<file path="src/rtl/sfl_pkg.sv">
package sfl_pkg;

  localparam int STAT_W  = 8;
  localparam int EVT_W   = 6;

  localparam int BIT_ENTRY = 0;
  localparam int BIT_SIG   = 1;
  localparam int BIT_RET   = 2;
  localparam int BIT_ATTR  = 3;
  localparam int BIT_TRANS = 4;
  localparam int BIT_LAZYV = 5;
  localparam int BIT_AVLD  = 6;
  localparam int BIT_LERR  = 7;

  localparam logic [STAT_W-1:0] IRQ_MASK = 8'hBF;

  typedef struct packed {
    logic [STAT_W-1:0] setMask;
    logic [STAT_W-1:0] clrMask;
    logic              capture;
  } sfl_strobe_t;

endpackage

</file>
<file path="src/rtl/sfl_ctrl.sv">
module sfl_ctrl
  import sfl_pkg::*;
#(
  parameter int BUS_AW = 8,
  parameter logic [BUS_AW-1:0] STAT_OFS = 'h14
) (
  input  logic [EVT_W-1:0]  faultEvt,
  input  logic              lazyCtx,
  input  logic              faultAddrVld,
  input  logic              otherFaultClr,
  input  logic              busWrEn,
  input  logic [BUS_AW-1:0] busAddr,
  input  logic [STAT_W-1:0] wrByte,
  input  logic              addrValidQ,
  output sfl_strobe_t       strb
);

  logic anyEvt;
  logic statWr;

  assign anyEvt = |faultEvt;
  assign statWr = busWrEn && (busAddr == STAT_OFS);

  // cause steering: attribution fault during lazy preservation takes its own flag
  always_comb begin
    strb.setMask = '0;
    strb.setMask[BIT_ENTRY] = faultEvt[0];
    strb.setMask[BIT_SIG]   = faultEvt[1];
    strb.setMask[BIT_RET]   = faultEvt[2];
    strb.setMask[BIT_ATTR]  = faultEvt[3] && !lazyCtx;
    strb.setMask[BIT_LAZYV] = faultEvt[3] && lazyCtx;
    strb.setMask[BIT_TRANS] = faultEvt[4];
    strb.setMask[BIT_LERR]  = faultEvt[5];
    strb.setMask[BIT_AVLD]  = strb.capture;
  end

  // first qualified address wins; later ones are dropped while valid is held
  assign strb.capture = anyEvt && faultAddrVld && !addrValidQ;

  always_comb begin
    strb.clrMask = statWr ? wrByte : '0;
    if (otherFaultClr) strb.clrMask[BIT_AVLD] = 1'b1;
  end

endmodule

</file>
<file path="src/rtl/sfl_regs.sv">
module sfl_regs
  import sfl_pkg::*;
#(
  parameter int BUS_AW = 8,
  parameter int DATA_W = 32,
  parameter int FAR_W  = 32,
  parameter logic [BUS_AW-1:0] STAT_OFS = 'h14,
  parameter logic [BUS_AW-1:0] FAR_OFS  = 'h18
) (
  input  logic              clk,
  input  logic              rstN,
  input  sfl_strobe_t       strb,
  input  logic [FAR_W-1:0]  faultAddr,
  input  logic [BUS_AW-1:0] busAddr,
  output logic [DATA_W-1:0] rdData,
  output logic [STAT_W-1:0] statQ,
  output logic [FAR_W-1:0]  farQ,
  output logic              irq
);

  logic [STAT_W-1:0] statD;

  // set has priority over clear, bit by bit
  genvar gi;
  generate
    for (gi = 0; gi < STAT_W; gi++) begin : g_bit
      assign statD[gi] = strb.setMask[gi] | (statQ[gi] & ~strb.clrMask[gi]);
    end
  endgenerate

  always_ff @(posedge clk) begin
    if (!rstN) begin
      statQ <= '0;
      farQ  <= '0;
    end else begin
      statQ <= statD;
      if (strb.capture) farQ <= faultAddr;
    end
  end

  always_comb begin
    rdData = '0;
    if (busAddr == STAT_OFS)     rdData[STAT_W-1:0] = statQ;
    else if (busAddr == FAR_OFS) rdData[FAR_W-1:0]  = farQ;
  end

  assign irq = |(statQ & IRQ_MASK);

endmodule

</file>
<file path="src/rtl/sec_fault_log.sv">
module sec_fault_log
  import sfl_pkg::*;
#(
  parameter int BUS_AW = 8,
  parameter int DATA_W = 32,
  parameter int FAR_W  = 32,
  parameter logic [BUS_AW-1:0] STAT_OFS = 'h14,
  parameter logic [BUS_AW-1:0] FAR_OFS  = 'h18
) (
  input  logic              clk,
  input  logic              rstN,
  input  logic [5:0]        faultEvt,
  input  logic              lazyCtx,
  input  logic [31:0]       faultAddr,
  input  logic              faultAddrVld,
  input  logic              otherFaultClr,
  input  logic [7:0]        busAddr,
  input  logic              busWrEn,
  input  logic [31:0]       busWrData,
  output logic [31:0]       busRdData,
  output logic              faultIrq
);

  sfl_strobe_t       strb;
  logic [STAT_W-1:0] statQ;
  logic [FAR_W-1:0]  farQ;

  sfl_ctrl #(.BUS_AW(BUS_AW), .STAT_OFS(STAT_OFS)) u_ctrl (
    .faultEvt     (faultEvt),
    .lazyCtx      (lazyCtx),
    .faultAddrVld (faultAddrVld),
    .otherFaultClr(otherFaultClr),
    .busWrEn      (busWrEn),
    .busAddr      (busAddr),
    .wrByte       (busWrData[STAT_W-1:0]),
    .addrValidQ   (statQ[BIT_AVLD]),
    .strb         (strb)
  );

  sfl_regs #(
    .BUS_AW(BUS_AW), .DATA_W(DATA_W), .FAR_W(FAR_W),
    .STAT_OFS(STAT_OFS), .FAR_OFS(FAR_OFS)
  ) u_regs (
    .clk      (clk),
    .rstN     (rstN),
    .strb     (strb),
    .faultAddr(faultAddr),
    .busAddr  (busAddr),
    .rdData   (busRdData),
    .statQ    (statQ),
    .farQ     (farQ),
    .irq      (faultIrq)
  );

endmodule

</file>
<file path="config.mk">
export PLATFORM = sky130hd
export DESIGN_NAME = sec_fault_log
export DESIGN_NICKNAME = d
export VERILOG_FILES = /design/src/rtl/sfl_pkg.sv /design/src/rtl/sfl_ctrl.sv /design/src/rtl/sfl_regs.sv /design/src/rtl/sec_fault_log.sv
export SDC_FILE = /design/constraint.sdc
export NUM_CORES = 1
export LEC_CHECK = 0
export CORE_ASPECT_RATIO = 0.7
export CORE_MARGIN = 4
export CORE_UTILIZATION = 25
export CTS_CLUSTER_SIZE = 8
export DETAILED_ROUTE_END_ITERATION = 16
export DONT_BUFFER_PORTS = 1
export MAX_ROUTING_LAYER = met4
export PLACE_DENSITY = 0.47
export REMOVE_ABC_BUFFERS = 1
export SLEW_MARGIN = 20
export SYNTH_ARGS = -nofsm -noshare
export SYNTH_HDL_FRONTEND = slang
export SYNTH_HIERARCHICAL = 1
export SYNTH_SLANG_ARGS = --single-unit
</file>
<file path="constraint.sdc">
create_clock -name clk -period 1.7 [get_ports clk]
set_clock_uncertainty 0.2 [all_clocks]
set_input_delay 0.255 -clock clk [delete_from_list [all_inputs] [get_ports clk]]
set_output_delay 0.255 -clock clk [all_outputs]
set_load 0.02 [all_outputs]
</file>
==> flow_summary.toml, run 1 <==
[floorplanning]
fp-row-count = 29
io_pins = 117
coreArea_sq_um = 9140
dieArea_sq_um = 11100
initial_core_util_pct = 25.9
die_h_microns = 89.5
die_w_microns = 124

[sta]
fmax_mhz = 510
fin_ws_ns = -0.260
worst_pin_slew_ns = 0.537
slew_headroom_pct = 64.2
slew_violations = 0
finalSetupViolations = 32
min_period_ns = 1.96
rsz0062_at_grt = "yes"
finalCritPeriodShare_pct = 115
hold_viol_final = 0

[clock_tree]
cts_tree = "done"
clock-sinks = 40
clk_pin_slew_ns = 0.06
cts_made_buffers = 5
clock_path_buffers = 2
clock_latency_ns = 0.27
htree_levels = 2
clock-root-buffer = "clkbuf_16"

[global_routing]
grt_pass1_vias = 1990
grt_max_degree = 41
grt_use_total_pct = 12.4
grt_overflow = 0
grt_antenna_before_repair = 0
grt_pass1_wl_mm = 10.6

[placed_design]
routabilityCongestion = 0.681
placed_area_sq_um = 2730
io_buffer_count = 0
dp_hpwl_mm = 4.35

[critical_path]
crit_fanout = 7
cp.required_ns = 1.24
crit_arrival_ns = 1.51
endpoint_kind = "output pin"
path_class = "input pin to output pin"
startpoint_type = "input pin"

[power]
power.leakage_nw = 1.41
internal_power_w = 0.00174
switching_share_pct = 24.9
design_power_total_w = 0.00232
power_frac_comb_pct = 16.7
ir_worst_vdd_mv = 0.298
pwr-share-clk_pct = 38.5
p_per_area_nw_per_um2 = 645
seqPwrFrac_pct = 44.8
switchingPower_w = 0.000578

[cells_and_area]
final_area_sq_um = 3600
final_cell_mix = "nor2b_1 (41), dfxtp_1 (40), dlygate4sd3_1 (37)"
final_common_cell = "nor2b_1"
drive_above_1_share_pct = 30.3
antennaDiodeCount = 0
area_growth_pct = 51.7
nNetsFinal = 394

[drt]
wl_per_cell_microns = 15.8
vias_per_cell = 4.50
ant_nets = 0
firstDrtPassIters = 4
vias = 1955
drc = 0
first_iter_violations = 39
drt-total-wl_mm = 6.84

[synthesis]
synthFlopType = "dfxtp_1"
yosysWarnings = 6
syn_avg_cell_area_sq_um = 9.52
synth.area.top_cells = "dfxtp_1 (34%), mux2i_1 (14%), nor2b_1 (11%)"
synth.distinct_cells = 25
synth_top_cell_by_area = "dfxtp_1"
seq_area_frac_synth_pct = 33.8
syn_inst = 249
synth_top_area_share_pct = 33.8
synth_area_sq_um = 2370
ys_seq_elements = 40
synth_enable_flop_cells = 0
async_flop_share_pct = 0

[min_path]
worstHoldPathType = "input pin to flip-flop"

[status]
violations = "negative setup slack"
status = "finished, violations left"

[job]
cap_violations = 0
[synthesized netlist by cell type (2+ instances only)]
cell type,instances
nor2b_1,41
dfxtp_1,40
inv_1,33
mux2i_1,32
nor3_2,20
nand3b_1,16
buf_2,9
clkbuf_1,8
o21a_1,8
nor4_2,7
a2111oi_2,6
buf_4,6
nor3_1,5
buf_6,3
a2111oi_0,2
nand2b_1,2
nor4_1,2
or4b_1,2
[worst max-delay path, stage by stage]
cell and delay (ns):
or4b_4 0.58, buf_12 0.18, buf_16 0.15, nor3_4 0.18, buf_6 0.14
[power by group through the flow]
| stage | Clock [W] | Combinational (W) | Sequential [W] |
|---|---|---|---|
| after global placement | 0 | 0.000259 | 0.00105 |
| after detailed placement | 0 | 0.000264 | 0.00106 |
| after floorplan | 0 | 0.000218 | 0.00105 |
| final | 0.000892 | 0.000389 | 0.00104 |
| after global routing | 0.000975 | 0.000426 | 0.00105 |
| after CTS | 0.000942 | 0.000372 | 0.00104 |
[state kept, by name, summed over array words and instances (netlist names)]
| name | flops |
|---|---|
| u_regs/farQ | 32 |
| u_regs/statQ | 8 |
[cell type report]
cell class,instances,area (sq um)
Clock buffer,6,129
Clock inverter,1,5.00
Fill cell,916,5550
Inverter,33,124
Multi-Input combinational cell,150,1530
Sequential cell,40,801
Tap cell,124,155
Timing Repair Buffer,80,857
[final timing paths]
path	start	end	slack (ns)	cells past startpoint
worst max-delay path	busAddr[1]	busRdData[24]	-0.26	5
worst min-delay path	lazyCtx	u_regs/statQ[3]	0.01	2
worst max register to register	u_regs/statQ[6]	u_regs/farQ[5]	0.18	5
worst min register to register	u_regs/farQ[13]	u_regs/farQ[13]	0.31	2
[metrics by stage]
| stage | setup TNS [ns] | hold slack [ns] | instances | setup WS, ns | utilization [%] |
|---|---|---|---|---|---|
| floorplan | -77.36 | 0.173 | 223 | -1.71 | - |
| global placement | -11.77 | 0.181 | 386 | -0.418 | 29.8 |
| detailed placement | -11.71 | 0.183 | 386 | -0.506 | 29.8 |
| CTS | -6.88 | 0.00519 | 433 | -0.241 | 37.5 |
| global route | -8.25 | 0.0163 | 434 | -0.290 | 39.3 |
| finish | -7.22 | 0.0134 | 434 | -0.260 | 39.3 |
[cell families after synthesis]
group	Yosys count	synth area share, %
flip-flops	40	33.8
AO/OA/AOI/OAI	18	8.45
AND/OR/NAND/NOR	100	32.5
buffers and inverters	59	11.7
multiplexers	32	13.5
[layer usage]
layer,track usage (%),part of all wire [%],vias to the layer above
li1,-,-,954
met5,-,0,-
met2,19.6,48,50
met1,16.2,47,949
met3,3.34,5.2,2
met4,2.29,0.28,0
[repair_timing]
action	CTS	global route
setup endpoints to repair	33	33
buffers inserted	1	0
gates resized for setup	21	26
hold buffers	38	0
endpoints found under the hold margin	40	0
gates cloned	1	1
pin swaps	1	2
Note: power is estimated with default switching activity, not from simulation.
==> run 2, diff against run 1 <==
--- a/config.mk
+++ b/config.mk
@@ -14,8 +14,6 @@
 export MAX_ROUTING_LAYER = met4
 export PLACE_DENSITY = 0.47
 export REMOVE_ABC_BUFFERS = 1
-export SLEW_MARGIN = 20
 export SYNTH_ARGS = -nofsm -noshare
 export SYNTH_HDL_FRONTEND = slang
-export SYNTH_HIERARCHICAL = 1
 export SYNTH_SLANG_ARGS = --single-unit
==> constraint.sdc (replaced) <==
create_clock -name clk -period 1.7 [get_ports clk]
set_clock_uncertainty 0.2 [all_clocks]
set_input_delay 0.17 -clock clk [delete_from_list [all_inputs] [get_ports clk]]
set_output_delay 0.17 -clock clk [all_outputs]
set_load 0.02 [all_outputs]
==> flow_summary.toml, run 2 <==
[clock_tree]
cts_tree = "done"
cts_made_buffers = 5
htree_levels = 2
cts_setup_buffers = 0
clock_latency_ns = 0.28
clk_pin_slew_ns = 0.08
clock-sinks = 40
clock_path_buffers = 2
clock-root-buffer = "clkbuf_8"

[sta]
rsz0062_at_grt = "yes"
fin_ws_ns = -0.146
finalSetupViolations = 32
min_period_ns = 1.85
fmax_mhz = 542
hold_viol_final = 0
slew_headroom_pct = 60.9
worst_pin_slew_ns = 0.581
finalCritPeriodShare_pct = 109
slew_violations = 0

[synthesis]
synth_enable_flop_cells = 0
ys_seq_elements = 40
async_flop_share_pct = 0
synth.distinct_cells = 24
synthTopCellsByCount = "nand2_1 (70), dfxtp_1 (40), mux2i_1 (32)"
syn_avg_cell_area_sq_um = 8.52
synthFlopType = "dfxtp_1"
syn_inst = 224
synth.area.top_cells = "dfxtp_1 (42%), mux2i_1 (17%), nand2_1 (14%)"
seq_area_frac_synth_pct = 42.0
yosysWarnings = 0
synth_top_cell_by_area = "dfxtp_1"
synth_top_area_share_pct = 42.0
synthMostInstantiatedCell = "nand2_1"
synth_area_sq_um = 1910

[cells_and_area]
final_area_sq_um = 2980
final_common_cell = "nand2_1"
largest_register_ffs = 32
area_growth_pct = 56.3
final_cell_mix = "nand2_1 (70), dlygate4sd3_1 (67), dfxtp_1 (40)"
drive_above_1_share_pct = 18.7
antennaDiodeCount = 0
largest-register = "u_regs.farQ"
top_regs = "u_regs.farQ: 32 flops, u_regs.statQ: 8 flops"
nNetsFinal = 377

[power]
internal_power_w = 0.00172
design_power_total_w = 0.00223
power_frac_comb_pct = 14.9
pwr-share-clk_pct = 38.1
power.leakage_nw = 1.21
ir_worst_vdd_mv = 0.420
seqPwrFrac_pct = 46.9
switching_share_pct = 22.8
switchingPower_w = 0.000508
p_per_area_nw_per_um2 = 747

[drt]
first_iter_violations = 75
vias = 1776
vias_per_cell = 4.53
firstDrtPassIters = 4
ant_nets = 0
wl_per_cell_microns = 15.0
drt-total-wl_mm = 5.88
drc = 0

[critical_path]
startpoint_type = "input pin"
crit_fanout = 15
path_class = "input pin to output pin"
crit_arrival_ns = 1.48
endpoint_kind = "output pin"
cp.required_ns = 1.33

[min_path]
worstHoldPathType = "input pin to flip-flop"

[global_routing]
grt_use_total_pct = 13.7
grt_max_degree = 58
grt_antenna_before_repair = 0
grt_overflow = 0
grt_pass1_vias = 1875
grt_pass1_wl_mm = 9.47

[placed_design]
io_buffer_count = 0
placed_area_sq_um = 2060
routabilityCongestion = 0.718
dp_hpwl_mm = 3.53

[floorplanning]
initial_core_util_pct = 26.0
coreArea_sq_um = 7350
io_pins = 117
fp-row-count = 26
dieArea_sq_um = 9120
die_h_microns = 81.1
die_w_microns = 112

[job]
cap_violations = 0

[status]
violations = "negative setup slack"
status = "finished, violations left"
==> run 2: worst max-delay path, cell delays in order <==
cell and delay (ns):
or4b_4 0.54, nor4_4 0.29, buf_6 0.23, a22o_2 0.24
==> run 2: layout make-up <==
cell class	instances	area (sq um)
Clock inverter	1	30.0
Fill cell	719	4370
Tap cell	98	123
Inverter	6	22.5
Timing Repair Buffer	78	801
Sequential cell	40	801
Clock buffer	7	96.3
Multi-Input combinational cell	162	1110
==> run 2: path summary, 6_finish.rpt <==
kind	startpoint	to	slack, ns	cells past startpoint
setup reg to reg	u_regs.statQ[6]	u_regs.farQ[15]	0.30	3
hold / removal	rstN	u_regs.farQ[21]	0.05	3
hold reg to reg	u_regs.farQ[24]	u_regs.farQ[24]	0.26	2
setup / recovery	busAddr[5]	busRdData[1]	-0.15	4
==> run 2: per-layer routing <==
| layer | track usage, % | share of wire [%] | up-vias | wire length [microns] |
|---|---|---|---|---|
| met2 | 22.2 | 48 | 60 | 2810 |
| met5 | - | 0 | - | 0 |
| met1 | 17.2 | 45 | 820 | 2650 |
| met3 | 3.13 | 5.2 | 7 | 308 |
| li1 | - | - | 889 | - |
| met4 | 4.32 | 1.8 | 0 | 104 |
==> run 2: kinds of logic (layout without fill, tap and decap cells) <==
logic type             Yosys count  count (layout)  share of synthesized area (%)
AND/OR/NAND/NOR                108             108                           27.3
multiplexers                    32              32                           16.8
flip-flops                      40              40                           42.0
AO/OA/AOI/OAI                   22              22                           9.05
buffers and inverters           22              92                           4.92
==> run 2: repair_timing <==
item,CTS,global route
pin swaps,1,3
hold buffers,68,0
setup endpoints to repair,33,33
gates resized for setup,49,3
hold endpoints to repair,40,0
==> run 2: power groups by stage <==
stage	Combinational, W	Clock (W)	Sequential (W)
2_1_floorplan	0.000144	0	0.00105
3_3_place_gp	0.000170	0	0.00106
3_5_place_dp	0.000175	0	0.00106
4_1_cts	0.000330	0.000902	0.00105
5_1_grt	0.000364	0.000946	0.00106
6_report	0.000332	0.000850	0.00105
==> run 2: metrics by stage <==
| step | hold WS [ns] | setup slack, ns | util (%) | cells | TNS, ns |
|---|---|---|---|---|---|
| final | 0.0458 | -0.146 | 40.6 | 392 | -3.97 |
| after global routing | 0.0507 | -0.217 | 40.6 | 392 | -6.19 |
| after CTS | 0.0417 | -0.132 | 40.5 | 392 | -3.61 |
| after detailed placement | 0.101 | -0.188 | 28.0 | 316 | -5.47 |
| after global placement | 0.104 | -0.187 | 28.0 | 316 | -5.19 |
| after floorplan | 0.0869 | -1.21 | - | 208 | -54.27 |
==> run 3, diff against run 2 <==
--- a/config.mk
+++ b/config.mk
@@ -5,7 +5,6 @@
 export SDC_FILE = /design/constraint.sdc
 export NUM_CORES = 1
 export LEC_CHECK = 0
-export CORE_ASPECT_RATIO = 0.7
 export CORE_MARGIN = 4
 export CORE_UTILIZATION = 25
 export CTS_CLUSTER_SIZE = 8
==> flow_summary.toml, run 3 (synthesized netlist as in run 2, its figures left out) <==
[status]
status = "finished, violations left"
violations = "negative setup slack"

[clock_tree]
clock-root-buffer = "clkbuf_8"
clock-sinks = 40
cts_setup_buffers = 0
clock_latency_ns = 0.28
clk_pin_slew_ns = 0.08
cts_made_buffers = 5
cts_tree = "done"
htree_levels = 2
clock_path_buffers = 2

[drt]
wl_per_cell_microns = 14.1
first_iter_violations = 40
vias_per_cell = 4.50
drt-total-wl_mm = 5.66
firstDrtPassIters = 4
ant_nets = 0
vias = 1810
drc = 0

[cells_and_area]
final_cell_mix = "dlygate4sd3_1 (79), nand2_1 (70), dfxtp_1 (40)"
largest_register_ffs = 32
final_area_sq_um = 2990
nNetsFinal = 387
top_regs = "u_regs.farQ: 32 flops, u_regs.statQ: 8 flops"
antennaDiodeCount = 0
largest-register = "u_regs.farQ"
drive_above_1_share_pct = 16.5
final_common_cell = "dlygate4sd3_1"
area_growth_pct = 56.7

[critical_path]
max_stage_delay_ns = 0.54
endpoint_kind = "output pin"
crit_chain = "or4b_4 > nor4_4 > buf_12 > and2_2"
crit_arrival_ns = 1.47
cp.required_ns = 1.33
path_class = "input pin to output pin"
critPathSlowestCell = "or4b_4"
crit_fanout = 32
crit_start = "busAddr[5]"
r2r_start = "u_regs.statQ[6]"
startpoint_type = "input pin"

[sta]
worst_pin_slew_ns = 0.320
fin_ws_ns = -0.135
fmax_mhz = 545
finalSetupViolations = 32
fin_hold_ws_ns = 0.0248
slew_violations = 0
rsz0062_at_grt = "yes"
min_period_ns = 1.84
hold_viol_final = 0
finalCritPeriodShare_pct = 108
slew_headroom_pct = 78.6

[global_routing]
grt_use_total_pct = 13.2
grt_antenna_before_repair = 0
grt_pass1_vias = 1898
grt_pass1_wl_mm = 8.96
grt_max_degree = 46
grt_overflow = 0

[min_path]
min-delay-start = "rstN"
worstHoldPathType = "input pin to flip-flop"

[power]
ir_worst_vdd_mv = 0.333
design_power_total_w = 0.00198
power.leakage_nw = 1.17
p_per_area_nw_per_um2 = 661

[placed_design]
placed_area_sq_um = 2060
routabilityCongestion = 0.666
io_buffer_count = 0
dp_hpwl_mm = 3.36

[floorplanning]
coreArea_sq_um = 7330
die_w_microns = 95.4
fp-row-count = 31
io_pins = 117
dieArea_sq_um = 9090
initial_core_util_pct = 26.0
die_h_microns = 95.4

[job]
cap_violations = 0
-- run 3: path summary, 6_finish.rpt --
path / endpoint / slack, ns / cells past startpoint
max: busRdData[28] / -0.14 / 4
min: u_regs.farQ[5] / 0.02 / 3
max reg2reg: u_regs.farQ[30] / 0.30 / 3
min reg2reg: u_regs.farQ[24] / 0.25 / 2
-- run 3: cell type report --
cell class	count	area (sq um)
Clock buffer	6	72.6
Tap cell	99	124
Clock inverter	1	5.00
Sequential cell	40	801
Inverter	6	22.5
Fill cell	729	4340
Timing Repair Buffer	88	900
Multi-Input combinational cell	162	1060
-- run 3: metal layers --
| metal | part of all wire (%) | GRT usage, % | wire length, microns | vias up |
|---|---|---|---|---|
| met1 | 43 | 14.7 | 2420 | 826 |
| met5 | 0 | - | 0 | - |
| li1 | - | - | - | 905 |
| met3 | 7.8 | 4.18 | 439 | 8 |
| met4 | 1.1 | 4.09 | 64 | 0 |
| met2 | 48 | 22.6 | 2730 | 71 |
-- run 3: stage by stage --
stage | util, % | setup WS, ns | setup TNS [ns] | std cells
after CTS | 40.7 | -0.145 | -4.38 | 402
final | 40.8 | -0.135 | -3.94 | 402
after global routing | 40.8 | -0.180 | -5.36 | 402
after detailed placement | 28.1 | -0.203 | -5.97 | 315
after global placement | 28.1 | -0.179 | -5.23 | 315
after floorplan | - | -1.21 | -54.27 | 208
-- run 3: where the power goes --
part	total, W	internal (W)	switching [W]
logic	0.000343	0.000213	0.000130
clock network	0.000593	0.000279	0.000314
registers	0.00104	0.00101	0.0000360
total	0.00198	0.00150	0.000480
-- run 3: what timing repair did --
item / CTS / global route
hold endpoints to repair: 40 / 0
gates resized for setup: 32 / 1
hold buffers: 80 / 0
setup endpoints to repair: 32 / 36
pin swaps: 0 / 0
-- run 3: critical path, delay by kind of cell --
family / cells / cell delay (ns)
buffers and inverters: 1 / 0.22
and+or+nand+nor: 3 / 1.07
